--- src/rtl/ide_strobe_timer.sv ---
module ide_strobe_timer #(
  parameter int CNT_W = 4
) (
  input  logic       clk,
  input  logic       rst_n,
  input  logic       req,
  input  logic       req_wr,
  input  logic       req_a6,
  input  logic [2:0] req_reg,
  input  logic       spd_we,
  input  logic [7:0] spd_wdata,
  output logic [7:0] spd_rdata,
  output logic       ide_sel,
  output logic       ide_ior,
  output logic       ide_iow,
  output logic [2:0] ide_addr,
  output logic       done
);

  logic [2:0]       spd_q;
  logic [CNT_W-1:0] cnt, len_q, dly_q, len_d, dly_d;
  logic             wr_q, last_q, strobe;

  always_comb begin
    unique case (spd_q)
      3'd0:    begin len_d = CNT_W'(7);  dly_d = CNT_W'(2); end
      3'd1:    begin len_d = CNT_W'(9);  dly_d = CNT_W'(3); end
      3'd2:    begin len_d = CNT_W'(11); dly_d = CNT_W'(4); end
      3'd4:    begin len_d = CNT_W'(5);  dly_d = CNT_W'(2); end
      3'd5:    begin len_d = CNT_W'(5);  dly_d = CNT_W'(3); end
      3'd6:    begin len_d = CNT_W'(15); dly_d = CNT_W'(4); end
      default: begin len_d = CNT_W'(5);  dly_d = CNT_W'(1); end
    endcase
    if (req_a6) begin
      len_d = CNT_W'(11);
      dly_d = CNT_W'(4);
    end
  end

  assign spd_rdata = {spd_q, 5'b11111};
  assign strobe    = ide_sel && (cnt >= dly_q);
  assign ide_ior   = strobe && !wr_q;
  assign ide_iow   = strobe && wr_q;

  always_ff @(posedge clk) begin
    if (!rst_n) begin
      spd_q    <= '0;
      ide_sel  <= 1'b0;
      cnt      <= '0;
      len_q    <= '0;
      dly_q    <= '0;
      wr_q     <= 1'b0;
      ide_addr <= '0;
      last_q   <= 1'b0;
      done     <= 1'b0;
    end else begin
      if (spd_we) spd_q <= spd_wdata[7:5];
      last_q <= ide_sel && (cnt == len_q - 1'b1);
      done   <= last_q;
      if (!ide_sel) begin
        if (req) begin
          ide_sel  <= 1'b1;
          cnt      <= '0;
          len_q    <= len_d;
          dly_q    <= dly_d;
          wr_q     <= req_wr;
          ide_addr <= req_reg;
        end
      end else begin
        cnt <= cnt + 1'b1;
        if (cnt == len_q - 1'b1) ide_sel <= 1'b0;
      end
    end
  end

  AST_STB_EXCL: assert property (@(posedge clk) disable iff (!rst_n)
    !(ide_ior && ide_iow));
  AST_STB_IN_SEL: assert property (@(posedge clk) disable iff (!rst_n)
    (ide_ior || ide_iow) |-> ide_sel);
  AST_STB_AT_END: assert property (@(posedge clk) disable iff (!rst_n)
    $fell(ide_sel) |-> $past(ide_ior || ide_iow));
  AST_DONE_GAP: assert property (@(posedge clk) disable iff (!rst_n)
    $rose(done) |-> !$past(ide_sel) && $past(ide_sel, 2));
  AST_DONE_PULSE: assert property (@(posedge clk) disable iff (!rst_n)
    done |=> !done);
  AST_ADDR_HOLD: assert property (@(posedge clk) disable iff (!rst_n)
    (ide_sel && $past(ide_sel)) |-> $stable(ide_addr));
  AST_WR_HOLD: assert property (@(posedge clk) disable iff (!rst_n)
    (ide_ior && $past(ide_sel)) |-> !$past(ide_iow));

endmodule

--- config.mk ---
export PLATFORM = sky130hd
export DESIGN_NAME = ide_strobe_timer
export DESIGN_NICKNAME = d
export VERILOG_FILES = /design/src/rtl/ide_strobe_timer.sv
export SDC_FILE = /design/constraint.sdc
export NUM_CORES = 1
export LEC_CHECK = 0
export BUFFER_PORTS_ARGS = -buffer_cell sky130_fd_sc_hd__clkbuf_2
export CORE_MARGIN = 10
export CORE_UTILIZATION = 49
export DETAILED_ROUTE_END_ITERATION = 12
export GPL_TIMING_DRIVEN = 1
export PLACE_DENSITY = 0.77
export SLEW_MARGIN = 20
export SYNTH_ARGS = -nofsm -noshare
export SYNTH_HDL_FRONTEND = slang
export SYNTH_SLANG_ARGS = --single-unit
--- constraint.sdc ---
create_clock -name clk -period 1.8 [get_ports clk]
set_input_delay 0.27 -clock clk [delete_from_list [all_inputs] [get_ports clk]]
set_output_delay 0.27 -clock clk [all_outputs]
set_load 0.01 [all_outputs]
==> metrics.md, run 1 <==
| Metric | Value |
|---|---|
| Status | `finished, violations left` |
| Failing checks | `negative setup slack` |
| R2r setup slk | `420 ps` |
| Arrival time worst endpoint | `around 1600 ps` |
| Initial Util | `between 50 and 60%` |
| Final core utilization | `60.9%` |
| Die Y | `66.2 µm` |
| Cell Area, Placed | `approximately 1200 µm²` |
| Worst-case reg-to-reg path depth | `4` |
| Initial antenna violation count | `0` |
| Post-synth ARST share | `0%` |
| Hold Path Stages | `3` |
| Mapped Cells | `119` |
| Dominant cell type by area after synthesis | `dfxtp_1` |
| Post-route antenna net violation count | `0` |
| Setup Skew | `about 6.7 ps` |
| Slew Limit Fails | `0` |
| Most common cell in the netlist | `dfxtp_1` |
| Leakage | `between 0.0005 and 0.0006 µW` |
| Seq/Total Area, Yosys | `between 40% and 50%` |
| Crit Path Class | `reg -> out` |
| Post-Route WL | `2.10 mm` |
| Die Wd | `between 60 and 70 µm` |
| Metal3 WL | `240 µm` |
| Crit path capture type | `output pin` |
| Unrepaired setup endpoints after global routing | `true` |
| DP Worst Slack | `roughly 48 ps` |
| Sink Count | `21` |
| CTS tree | `done` |
| Met2 WL | `~940 µm` |
| H-tree levels | `1` |
| Drt first pass iters | `4` |
| Post-DR vias/cell | `between 4 and 5` |
| First-pass GRT wire length | `between 3 and 4 mm` |
| Core area | `about 2000 µm²` |
| Area grow syn2layout | `16.6%` |
| Maximum buffer depth of the clock tree | `2` |
| GR Util All Layers | `10.3%` |
| CP max FO | `2` |
| DP HPWL | `1.59 mm` |
| Commonest cells post-synth | `21 x dfxtp_1, 12 x nand2_1, 8 x o21ai_0` |
| Maximum clock rate | `~530 MHz` |
| Hold_sp | `req_reg[1]` |
| Die area | `approximately 4400 µm²` |
| Min Tclk post-route | `~1900 ps` |
| Main synth FF type | `dfxtp_1` |
| Highest metal used | `met4` |
| Final Wtd Congestion | `a little under 0.8` |
| Worst EP required | `1530 ps` |
| Number of antenna diodes | `0` |
| Wire length per cell | `12.5 µm` |
| Initial drt markers | `19` |
| Crit Reg-Reg Endpoint | `len_q[2]$_SDFFE_PN0P_` |
| Yosys warns | `0` |
| IO buf count | `21` |
| Avg Inst Size Synth | `~8.8 µm²` |
| Worst Hold End | `ide_addr[1]$_SDFFE_PN0P_` |
| Remaining DRCs | `0` |
| Power per cell area | `746 nW/µm²` |
| Remaining Overflow, GRT | `0` |
| Synth area leaders | `dfxtp_1 40%, ha_1 6.0%, a21boi_0 5.0%, nand2_1 4.3%, nor2b_1 4.2%` |
| Root buffer cell | `clkbuf_4` |
| Fin. Hold Viols | `0` |
| Worst-path cell with the longest stage delay | `dfxtp_2` |
| Crit path largest cell delay | `360 ps` |
| Post-synthesis cell type count | `27` |
| Clock Pin Slew Worst Setup and Hold Paths | `120 ps` |
| Design Power | `between 900 and 1000 µW` |
| Max VDD drop | `about 550 µV` |
| Clk Latency, worst-skew pair | `approximately 310 ps` |
| WHS | `between 150 and 200 ps` |
| Cts hold-fix bufs | `0` |
| Final worst slack | `-89.7 ps` |
| Max-Cap Viols | `0` |
| CP Launch Type | `flop` |
| Layout cells sized above 1 | `25.5%` |
| EDFF count, synth | `0` |
| Worst r2r src | `ide_sel$_SDFF_PN0_` |
| Fin area | `between 1000 and 1500 µm²` |
| Nets | `164` |
| Final count of negative-setup-slack endpoints | `2` |
| Synth Register Bits | `21` |
| Cell area after synthesis | `~1000 µm²` |
| Vias in the first global route | `a little under 900` |
| # rows | `16` |
| Type of the most critical hold path | `in -> reg` |
| Via Count | `835` |
| I/O Pins | `32` |
| CTS Buf Count | `3` |
| Met1 Wirelength | `893 µm` |
| Period utilisation layout | `105%` |
| Largest net degree at the start of global routing | `22` |
| Crit path cell chain | `inv_2 -> ha_4 -> nand2b_4 -> a21o_1 -> a211oi_2 -> nor3b_1 -> clkbuf_2` |
| Synth top area share | `40.2%` |
worst max-delay path, delay by kind of cell (launching register included):
family	cells	cell delay, ps
AND/OR/NAND/NOR	2	210
flip-flops	1	360
adder cells (fa/ha/maj)	1	200
AO/OA/AOI/OAI	2	370
buffers and inverters	2	170
layout by cell type, fill, tap and decap left out:
cell type,instances
clkbuf_2,21
dfxtp_1,19
nand2_1,12
o21ai_0,8
nor2b_1,7
a21boi_0,7
nor2_1,6
inv_1,5
xnor2_1,5
conb_1,5
nor3b_1,4
mux2i_1,4
a21oi_1,4
ha_1,4
and2_1,3
clkbuf_4,3
buf_4,3
a21o_1,2
nor3_2,2
xor2_1,2
nand3_1,2
nand3b_1,2
dfxtp_2,2
inv_2,1
nand2b_4,1
a211oi_2,1
nand2b_1,1
nor3_1,1
o21a_1,1
a41oi_1,1
ha_4,1
clkinvlp_4,1
state kept, by name (all words and copies together) (netlist names):
signal and flops:
ide_sel 1, spd_q 3, last_q 1, ide_addr 3, dly_q 3, len_q 4
cnt 4, wr_q 1, done 1
kinds of logic after synthesis:
kind of cell	after synthesis	synth area share, %
buffers and inverters	16	7.90
and+or+nand+nor	41	21.3
muxes	4	3.83
DFF	21	40.2
other	1	0.359
xor gates and xnor gates	7	5.87
adders and majority gates	5	5.99
AOI/OAI and AO/OA	24	14.5
metrics by stage:
stage               std cells  TNS, ps
floorplan                 123        0
global placement          164        0
detailed placement        164        0
CTS                       168     -160
global route              168     -433
finish                    168     -169
area by class of cell:
| type | instances | area, µm² |
|---|---|---|
| fill | 194 | 783 |
| clock inverter | 1 | 7.51 |
| timing repair buffer | 24 | 128 |
| multi-input combinational | 86 | 582 |
| clock buffer | 3 | 22.5 |
| tap | 27 | 33.8 |
| sequential | 21 | 423 |
| inverter | 6 | 22.5 |
per-layer routing:
metal	GRT usage, %	up-vias
li1	-	430
met1	10.6	370
met2	16.6	27
met3	6.44	8
met4	3.66	0
met5	0	-
repair_timing:
item,in CTS,in global routing
buffers inserted,0,0
pin swaps,5,0
gates resized for setup,6,0
endpoints found under the setup margin,2,2
worst max-delay path by stage:
stage | start | end | slack (ps) | cells after the start
2_1_floorplan | cnt[0]$_SDFFE_PN0P_ | ide_ior | 120 | 6
3_3_place_gp | cnt[0]$_SDFFE_PN0P_ | ide_iow | 90 | 7
3_5_place_dp | cnt[0]$_SDFFE_PN0P_ | ide_iow | 50 | 7
4_1_cts | cnt[0]$_SDFFE_PN0P_ | ide_ior | -80 | 7
5_1_grt | cnt[0]$_SDFFE_PN0P_ | ide_ior | -220 | 7
6_report | cnt[0]$_SDFFE_PN0P_ | ide_ior | -90 | 7
power by group:
part	switching, µW	leakage, µW	internal (µW)
sequential	24.2	0.000173	490
combinational	81.7	0.000340	76.9
clock	152	0.0000139	84.8
Power figures use the tool's default switching activity.
==> run 2, diff against run 1 <==
CORE_ASPECT_RATIO = 2   (was unset)
CORE_UTILIZATION = 40   (was 49)
PLACE_DENSITY = unset   (was 0.77)
clock period = 2.26 ns   (was 1.8 ns; I/O delays follow)
==> metrics.md, run 2 (same netlist as run 1, synthesis figures left out) <==
| Metric | Value |
|---|---|
| Area grow syn2layout | `14.9%` |
| Worst EP required | `1920 ps (+390 ps)` |
| Status | `finished, final reports clean` |
| Number of antenna diodes | `0 (unchanged)` |
| Worst r2r src | `ide_sel$_SDFF_PN0_` |
| WHS | `310 ps (+143 ps)` |
| Maximum clock rate | `475 MHz` |
| CP max FO | `2 (unchanged)` |
| PostCTS Resize Cnt | `0 (-6)` |
| Power per cell area | `640 nW/µm² (-14%)` |
| Final Wtd Congestion | `0.717 (-8.2%)` |
| Top Registers | `cnt x4, len_q x4` |
| Vias in the first global route | `850 (-1.8%)` |
| Wire length per cell | `13.0 µm (+4.0%)` |
| Initial antenna violation count | `0 (unchanged)` |
| Postcts setup bufs | `0 (unchanged)` |
| Die area | `5180 µm² (+18%)` |
| R2r setup slk | `880 ps (+460 ps)` |
| Crit path capture type | `output pin` |
| Unrepaired setup endpoints after global routing | `false` |
| Crit path largest cell delay | `330 ps (-30 ps)` |
| Root buffer cell | `clkbuf_8` |
| Nets | `163 (-0.61%)` |
| Remaining DRCs | `0 (unchanged)` |
| Maximum buffer depth of the clock tree | `2 (unchanged)` |
| Clk Latency, worst-skew pair | `250 ps (-60 ps)` |
| Critical path launch point | `cnt[0]$_SDFFE_PN0P_` |
| Slew Limit Fails | `0 (unchanged)` |
| WP buf/inv | `2 (unchanged)` |
| CP Launch Type | `flop` |
| Most frequent cells in the layout | `21 x dfxtp_1, 21 x clkbuf_2, 12 x nand2_1, 8 x o21ai_0` |
| Cts hold-fix bufs | `0 (unchanged)` |
| GR Util All Layers | `8.48% (-1.8 points)` |
| Die Wd | `56.1 µm (-15%)` |
| Remaining Overflow, GRT | `0 (unchanged)` |
| IO buf count | `21 (unchanged)` |
| DP HPWL | `1.76 mm (+11%)` |
| Final Instance Count excl. Fillers | `168 (unchanged)` |
| Core area | `2540 µm² (+27%)` |
| Leakage | `0.000520 µW (-1.3%)` |
| Setup Skew | `2.53 ps (-4.13 ps)` |
| Min Tclk post-route | `2100 ps` |
| Layout cells sized above 1 | `20.0% (-5.5 points)` |
| First-pass GRT wire length | `3.75 mm (+3.8%)` |
| Initial Util | `41.2% (-11 points)` |
| Crit Reg-Reg Endpoint | `len_q[2]$_SDFFE_PN0P_` |
| Via Count | `823 (-1.4%)` |
| Crit Path Class | `reg -> out` |
| Max-Cap Viols | `0 (unchanged)` |
| Post-DR vias/cell | `4.90 (-1.4%)` |
| Worst-path cell with the longest stage delay | `dfxtp_1` |
| Type of the most critical hold path | `in -> reg` |
| Top delay family on crit path | `compound AO/OA/AOI/OAI gates` |
| Drt first pass iters | `4 (unchanged)` |
| Critical Path Stages | `7 (unchanged)` |
| H-tree levels | `1 (unchanged)` |
| Setup crit end | `ide_iow` |
| Crit path cell chain | `inv_1 -> ha_1 -> nand2b_1 -> a21o_1 -> a211oi_1 -> nor2_1 -> clkbuf_2` |
| CTS tree | `done` |
| Max VDD drop | `472 µV (-15%)` |
| Setup TNS | `0 ps (+169 ps)` |
| Post-route antenna net violation count | `0 (unchanged)` |
| Post-Route WL | `2.18 mm (+4.0%)` |
| Initial drt markers | `8 (-11)` |
| Sink Count | `21 (unchanged)` |
| Final core utilization | `47.3% (-14 points)` |
| DP Worst Slack | `396 ps (+348 ps)` |
| Clock Pin Slew Worst Setup and Hold Paths | `70 ps (-50 ps)` |
| Die Y | `92.3 µm (+39%)` |
| Final count of negative-setup-slack endpoints | `0 (-2)` |
| Worst-case reg-to-reg path depth | `4 (unchanged)` |
| CTS Buf Count | `3 (unchanged)` |
| # rows | `26 (+10)` |
| Period utilisation layout | `a little over 90%` |
| I/O Pins | `32 (unchanged)` |
| Largest net degree at the start of global routing | `22 (unchanged)` |
| Arrival time worst endpoint | `1760 ps (+140 ps)` |
| Final worst slack | `157 ps (+247 ps)` |
| Fin. Hold Viols | `0 (unchanged)` |
| Placed insts | `164 (unchanged)` |
==> run 2: changes by cell type in the layout (fill, tap and decap cells not counted), sizes merged <==
cell and change:
buf -1, clkbuf +1, clkinvlp -1
==> run 2: layer usage <==
metal	part of all wire, %	global-route usage [%]
met3	4.5	2.49
met5	0	0
met4	0.96	2.42
met1	39	8.25
met2	56	16.4
==> run 2: worst min-delay path by stage <==
| stage | start | to | slack, ps | cells past startpoint |
|---|---|---|---|---|
| after CTS | req_reg[2] | ide_addr[2]$_SDFFE_PN0P_ | 310 | 3 |
| after floorplan | last_q$_SDFF_PN0_ | done$_SDFF_PN0_ | 410 | 1 |
| after global placement | last_q$_SDFF_PN0_ | done$_SDFF_PN0_ | 420 | 1 |
| final | req_reg[2] | ide_addr[2]$_SDFFE_PN0P_ | 310 | 3 |
| after global routing | req_wr | wr_q$_SDFFE_PN0P_ | 310 | 3 |
| after detailed placement | last_q$_SDFF_PN0_ | done$_SDFF_PN0_ | 440 | 1 |
==> run 2: final cells by class <==
type	count	area, µm²
Fill cell	277	1340
Timing Repair Buffer	23	120
Clock buffer	4	45.0
Inverter	6	22.5
Multi-Input combinational cell	86	557
Sequential cell	21	420
Tap cell	28	35.0
==> run 2: power by group <==
| group | switching [µW] | internal (µW) |
|---|---|---|
| clock network | 114 | 125 |
| registers | 19.5 | 389 |
| logic | 63.5 | 57.1 |
| total | 197 | 572 |
==> run 2: worst register-to-register path: cells and delay by family (launching register included) <==
| family | cells | cell delay (ps) |
|---|---|---|
| and+or+nand+nor | 2 | 490 |
| DFF | 1 | 590 |
| AOI/OAI and AO/OA | 2 | 190 |
==> run 2: through the flow <==
stage | power [µW] | area [µm²]
final | 768 | 1200
after global routing | 811 | 1200
after CTS | 776 | 1200
after detailed placement | 540 | 1150
after global placement | 535 | 1150
after floorplan | 504 | 1060
==> run 3, diff against run 2 <==
ABC_CLOCK_PERIOD_IN_PS = 2260   (was unset)
PLACE_DENSITY = 0.63   (was unset)
==> metrics.md, run 3 (same netlist as run 1, synthesis figures left out) <==
| Metric | Value |
|---|---|
| Maximum buffer depth of the clock tree | `2 (unchanged)` |
| Power per cell area | `643 nW/µm² (+0.36%)` |
| Worst-case reg-to-reg path depth | `4 (unchanged)` |
| Sink Count | `21 (unchanged)` |
| Nets | `163 (unchanged)` |
| Unrepaired setup endpoints after global routing | `false` |
| Status | `finished, final reports clean` |
| H-tree levels | `1 (unchanged)` |
| DP Worst Slack | `355 ps (-41.5 ps)` |
| Wire length per cell | `13.1 µm (+0.50%)` |
| Initial drt markers | `23 (+15)` |
| Setup Skew | `6.37 ps (+3.84 ps)` |
| Remaining DRCs | `0 (unchanged)` |
| Setup TNS | `0 ps (unchanged)` |
| Cts hold-fix bufs | `0 (unchanged)` |
| Period utilisation layout | `91.0% (-2.0 points)` |
| Placed insts | `164 (unchanged)` |
| Type of the most critical hold path | `in -> reg` |
| WHS | `311 ps (+1.37 ps)` |
| First-pass GRT wire length | `3.93 mm (+4.8%)` |
| Worst r2r src | `ide_sel$_SDFF_PN0_` |
| Crit Path Class | `reg -> out` |
| Clk Latency, worst-skew pair | `260 ps (about the same)` |
| Final worst slack | `203 ps (+46.2 ps)` |
| Final Wtd Congestion | `0.703 (-1.9%)` |
| IO buf count | `21 (unchanged)` |
| R2r setup slk | `850 ps (-30 ps)` |
| CTS tree | `done` |
| Final count of negative-setup-slack endpoints | `0 (unchanged)` |
| Min Tclk post-route | `2060 ps (-46.2 ps)` |
| Core area | `2540 µm² (unchanged)` |
| Maximum clock rate | `486 MHz (+2.2%)` |
| Top Registers | `cnt x4, len_q x4` |
| Via Count | `830 (+0.85%)` |
| Crit Reg-Reg Endpoint | `len_q[2]$_SDFFE_PN0P_` |
| Area grow syn2layout | `15.4%` |
| Layout cells sized above 1 | `21.4% (+1.4 points)` |
| Die Y | `92.3 µm (unchanged)` |
| I/O Pins | `32 (unchanged)` |
| Crit path largest cell delay | `340 ps (about the same)` |
| Post-Route WL | `2.20 mm (+0.50%)` |
| Worst EP required | `1920 ps (about the same)` |
| CP max FO | `2 (unchanged)` |
| Final Instance Count excl. Fillers | `168 (unchanged)` |
| Post-route antenna net violation count | `0 (unchanged)` |
| Die Wd | `56.1 µm (unchanged)` |
| Remaining Overflow, GRT | `0 (unchanged)` |
| Largest net degree at the start of global routing | `22 (unchanged)` |
| Postcts setup bufs | `0 (unchanged)` |
| Fin. Hold Viols | `0 (unchanged)` |
| Root buffer cell | `clkbuf_8` |
| CP Launch Type | `flop` |
| Hold_sp | `req_wr` |
| Drt first pass iters | `4 (unchanged)` |
| Hold Path Stages | `3 (unchanged)` |
| Initial antenna violation count | `0 (unchanged)` |
| Critical path launch point | `cnt[0]$_SDFFE_PN0P_` |
| Max-Cap Viols | `0 (unchanged)` |
| DP HPWL | `1.75 mm (-0.96%)` |
| Arrival time worst endpoint | `1720 ps (-40 ps)` |
| Die area | `5180 µm² (unchanged)` |
| CTS Buf Count | `3 (unchanged)` |
| Vias in the first global route | `922 (+8.5%)` |
| Slew Limit Fails | `0 (unchanged)` |
| Crit path cell chain | `inv_1 -> ha_1 -> nand2b_1 -> a21o_1 -> a211oi_2 -> nor3b_1 -> clkbuf_2` |
| GR Util All Layers | `8.78% (+0.30 points)` |
| Number of antenna diodes | `0 (unchanged)` |
| WP buf/inv | `2 (unchanged)` |
| Top delay family on crit path | `compound AO/OA/AOI/OAI gates` |
| Post-DR vias/cell | `4.94 (+0.85%)` |
| Worst-path cell with the longest stage delay | `dfxtp_1` |
| Initial Util | `41.2% (unchanged)` |
| Worst Hold End | `wr_q$_SDFFE_PN0P_` |
| Crit path capture type | `output pin` |
| PostCTS Resize Cnt | `0 (unchanged)` |
| Clock Pin Slew Worst Setup and Hold Paths | `80 ps (about the same)` |
| Max VDD drop | `540 µV (+14%)` |
| # rows | `26 (unchanged)` |
| Leakage | `0.000524 µW (+0.88%)` |
| Most frequent cells in the layout | `21 x dfxtp_1, 21 x clkbuf_2, 12 x nand2_1, 8 x o21ai_0` |
## run 3: cell count changes in the layout (fill, tap and decap cells not counted), sizes merged
cell / change
clkbuf: -1
clkinv: +1
## run 3: worst min-delay path, stage by stage
cell,delay (ps)
clkbuf_2,80
nand2_1,40
a21boi_0,60
## run 3: power by group
| part | leakage (µW) | internal [µW] | switching (µW) |
|---|---|---|---|
| Combinational | 0.000327 | 58.5 | 64.9 |
| Clock | 0.0000255 | 123 | 120 |
| Sequential | 0.000172 | 389 | 19.6 |
| Total | 0.000524 | 570 | 205 |
## run 3: layer usage
layer	GRT usage (%)	vias up	wire, µm
li1	-	426	-
met1	8.87	382	873
met2	15.7	18	1170
met3	2.76	4	111
met4	4.03	0	39
met5	0	-	0
## run 3: area by class of cell
cell class                      count  area (µm²)
Fill cell                         260        1330
Multi-Input combinational cell     86         562
Sequential cell                    21         420
Timing Repair Buffer               23         120
Clock buffer                        3        41.3
Tap cell                           28        35.0
Inverter                            6        22.5
Clock inverter                      1        5.00
## run 3: worst max-delay path by stage
stage          endpoint  slack, ps  depth (start not counted)
3_5_place_dp    ide_ior        350                          7
5_1_grt         ide_ior         60                          7
2_1_floorplan   ide_ior        510                          6
4_1_cts         ide_ior         50                          7
3_3_place_gp    ide_ior        400                          7
6_report        ide_ior        200                          7
## run 3: metrics by stage
stage | utilization [%] | power [µW] | cell area [µm²]
after floorplan | - | 504 | 1060
after global placement | 45.5 | 535 | 1150
after detailed placement | 45.5 | 542 | 1150
after CTS | 47.3 | 785 | 1200
after global routing | 47.5 | 819 | 1210
final | 47.5 | 775 | 1210
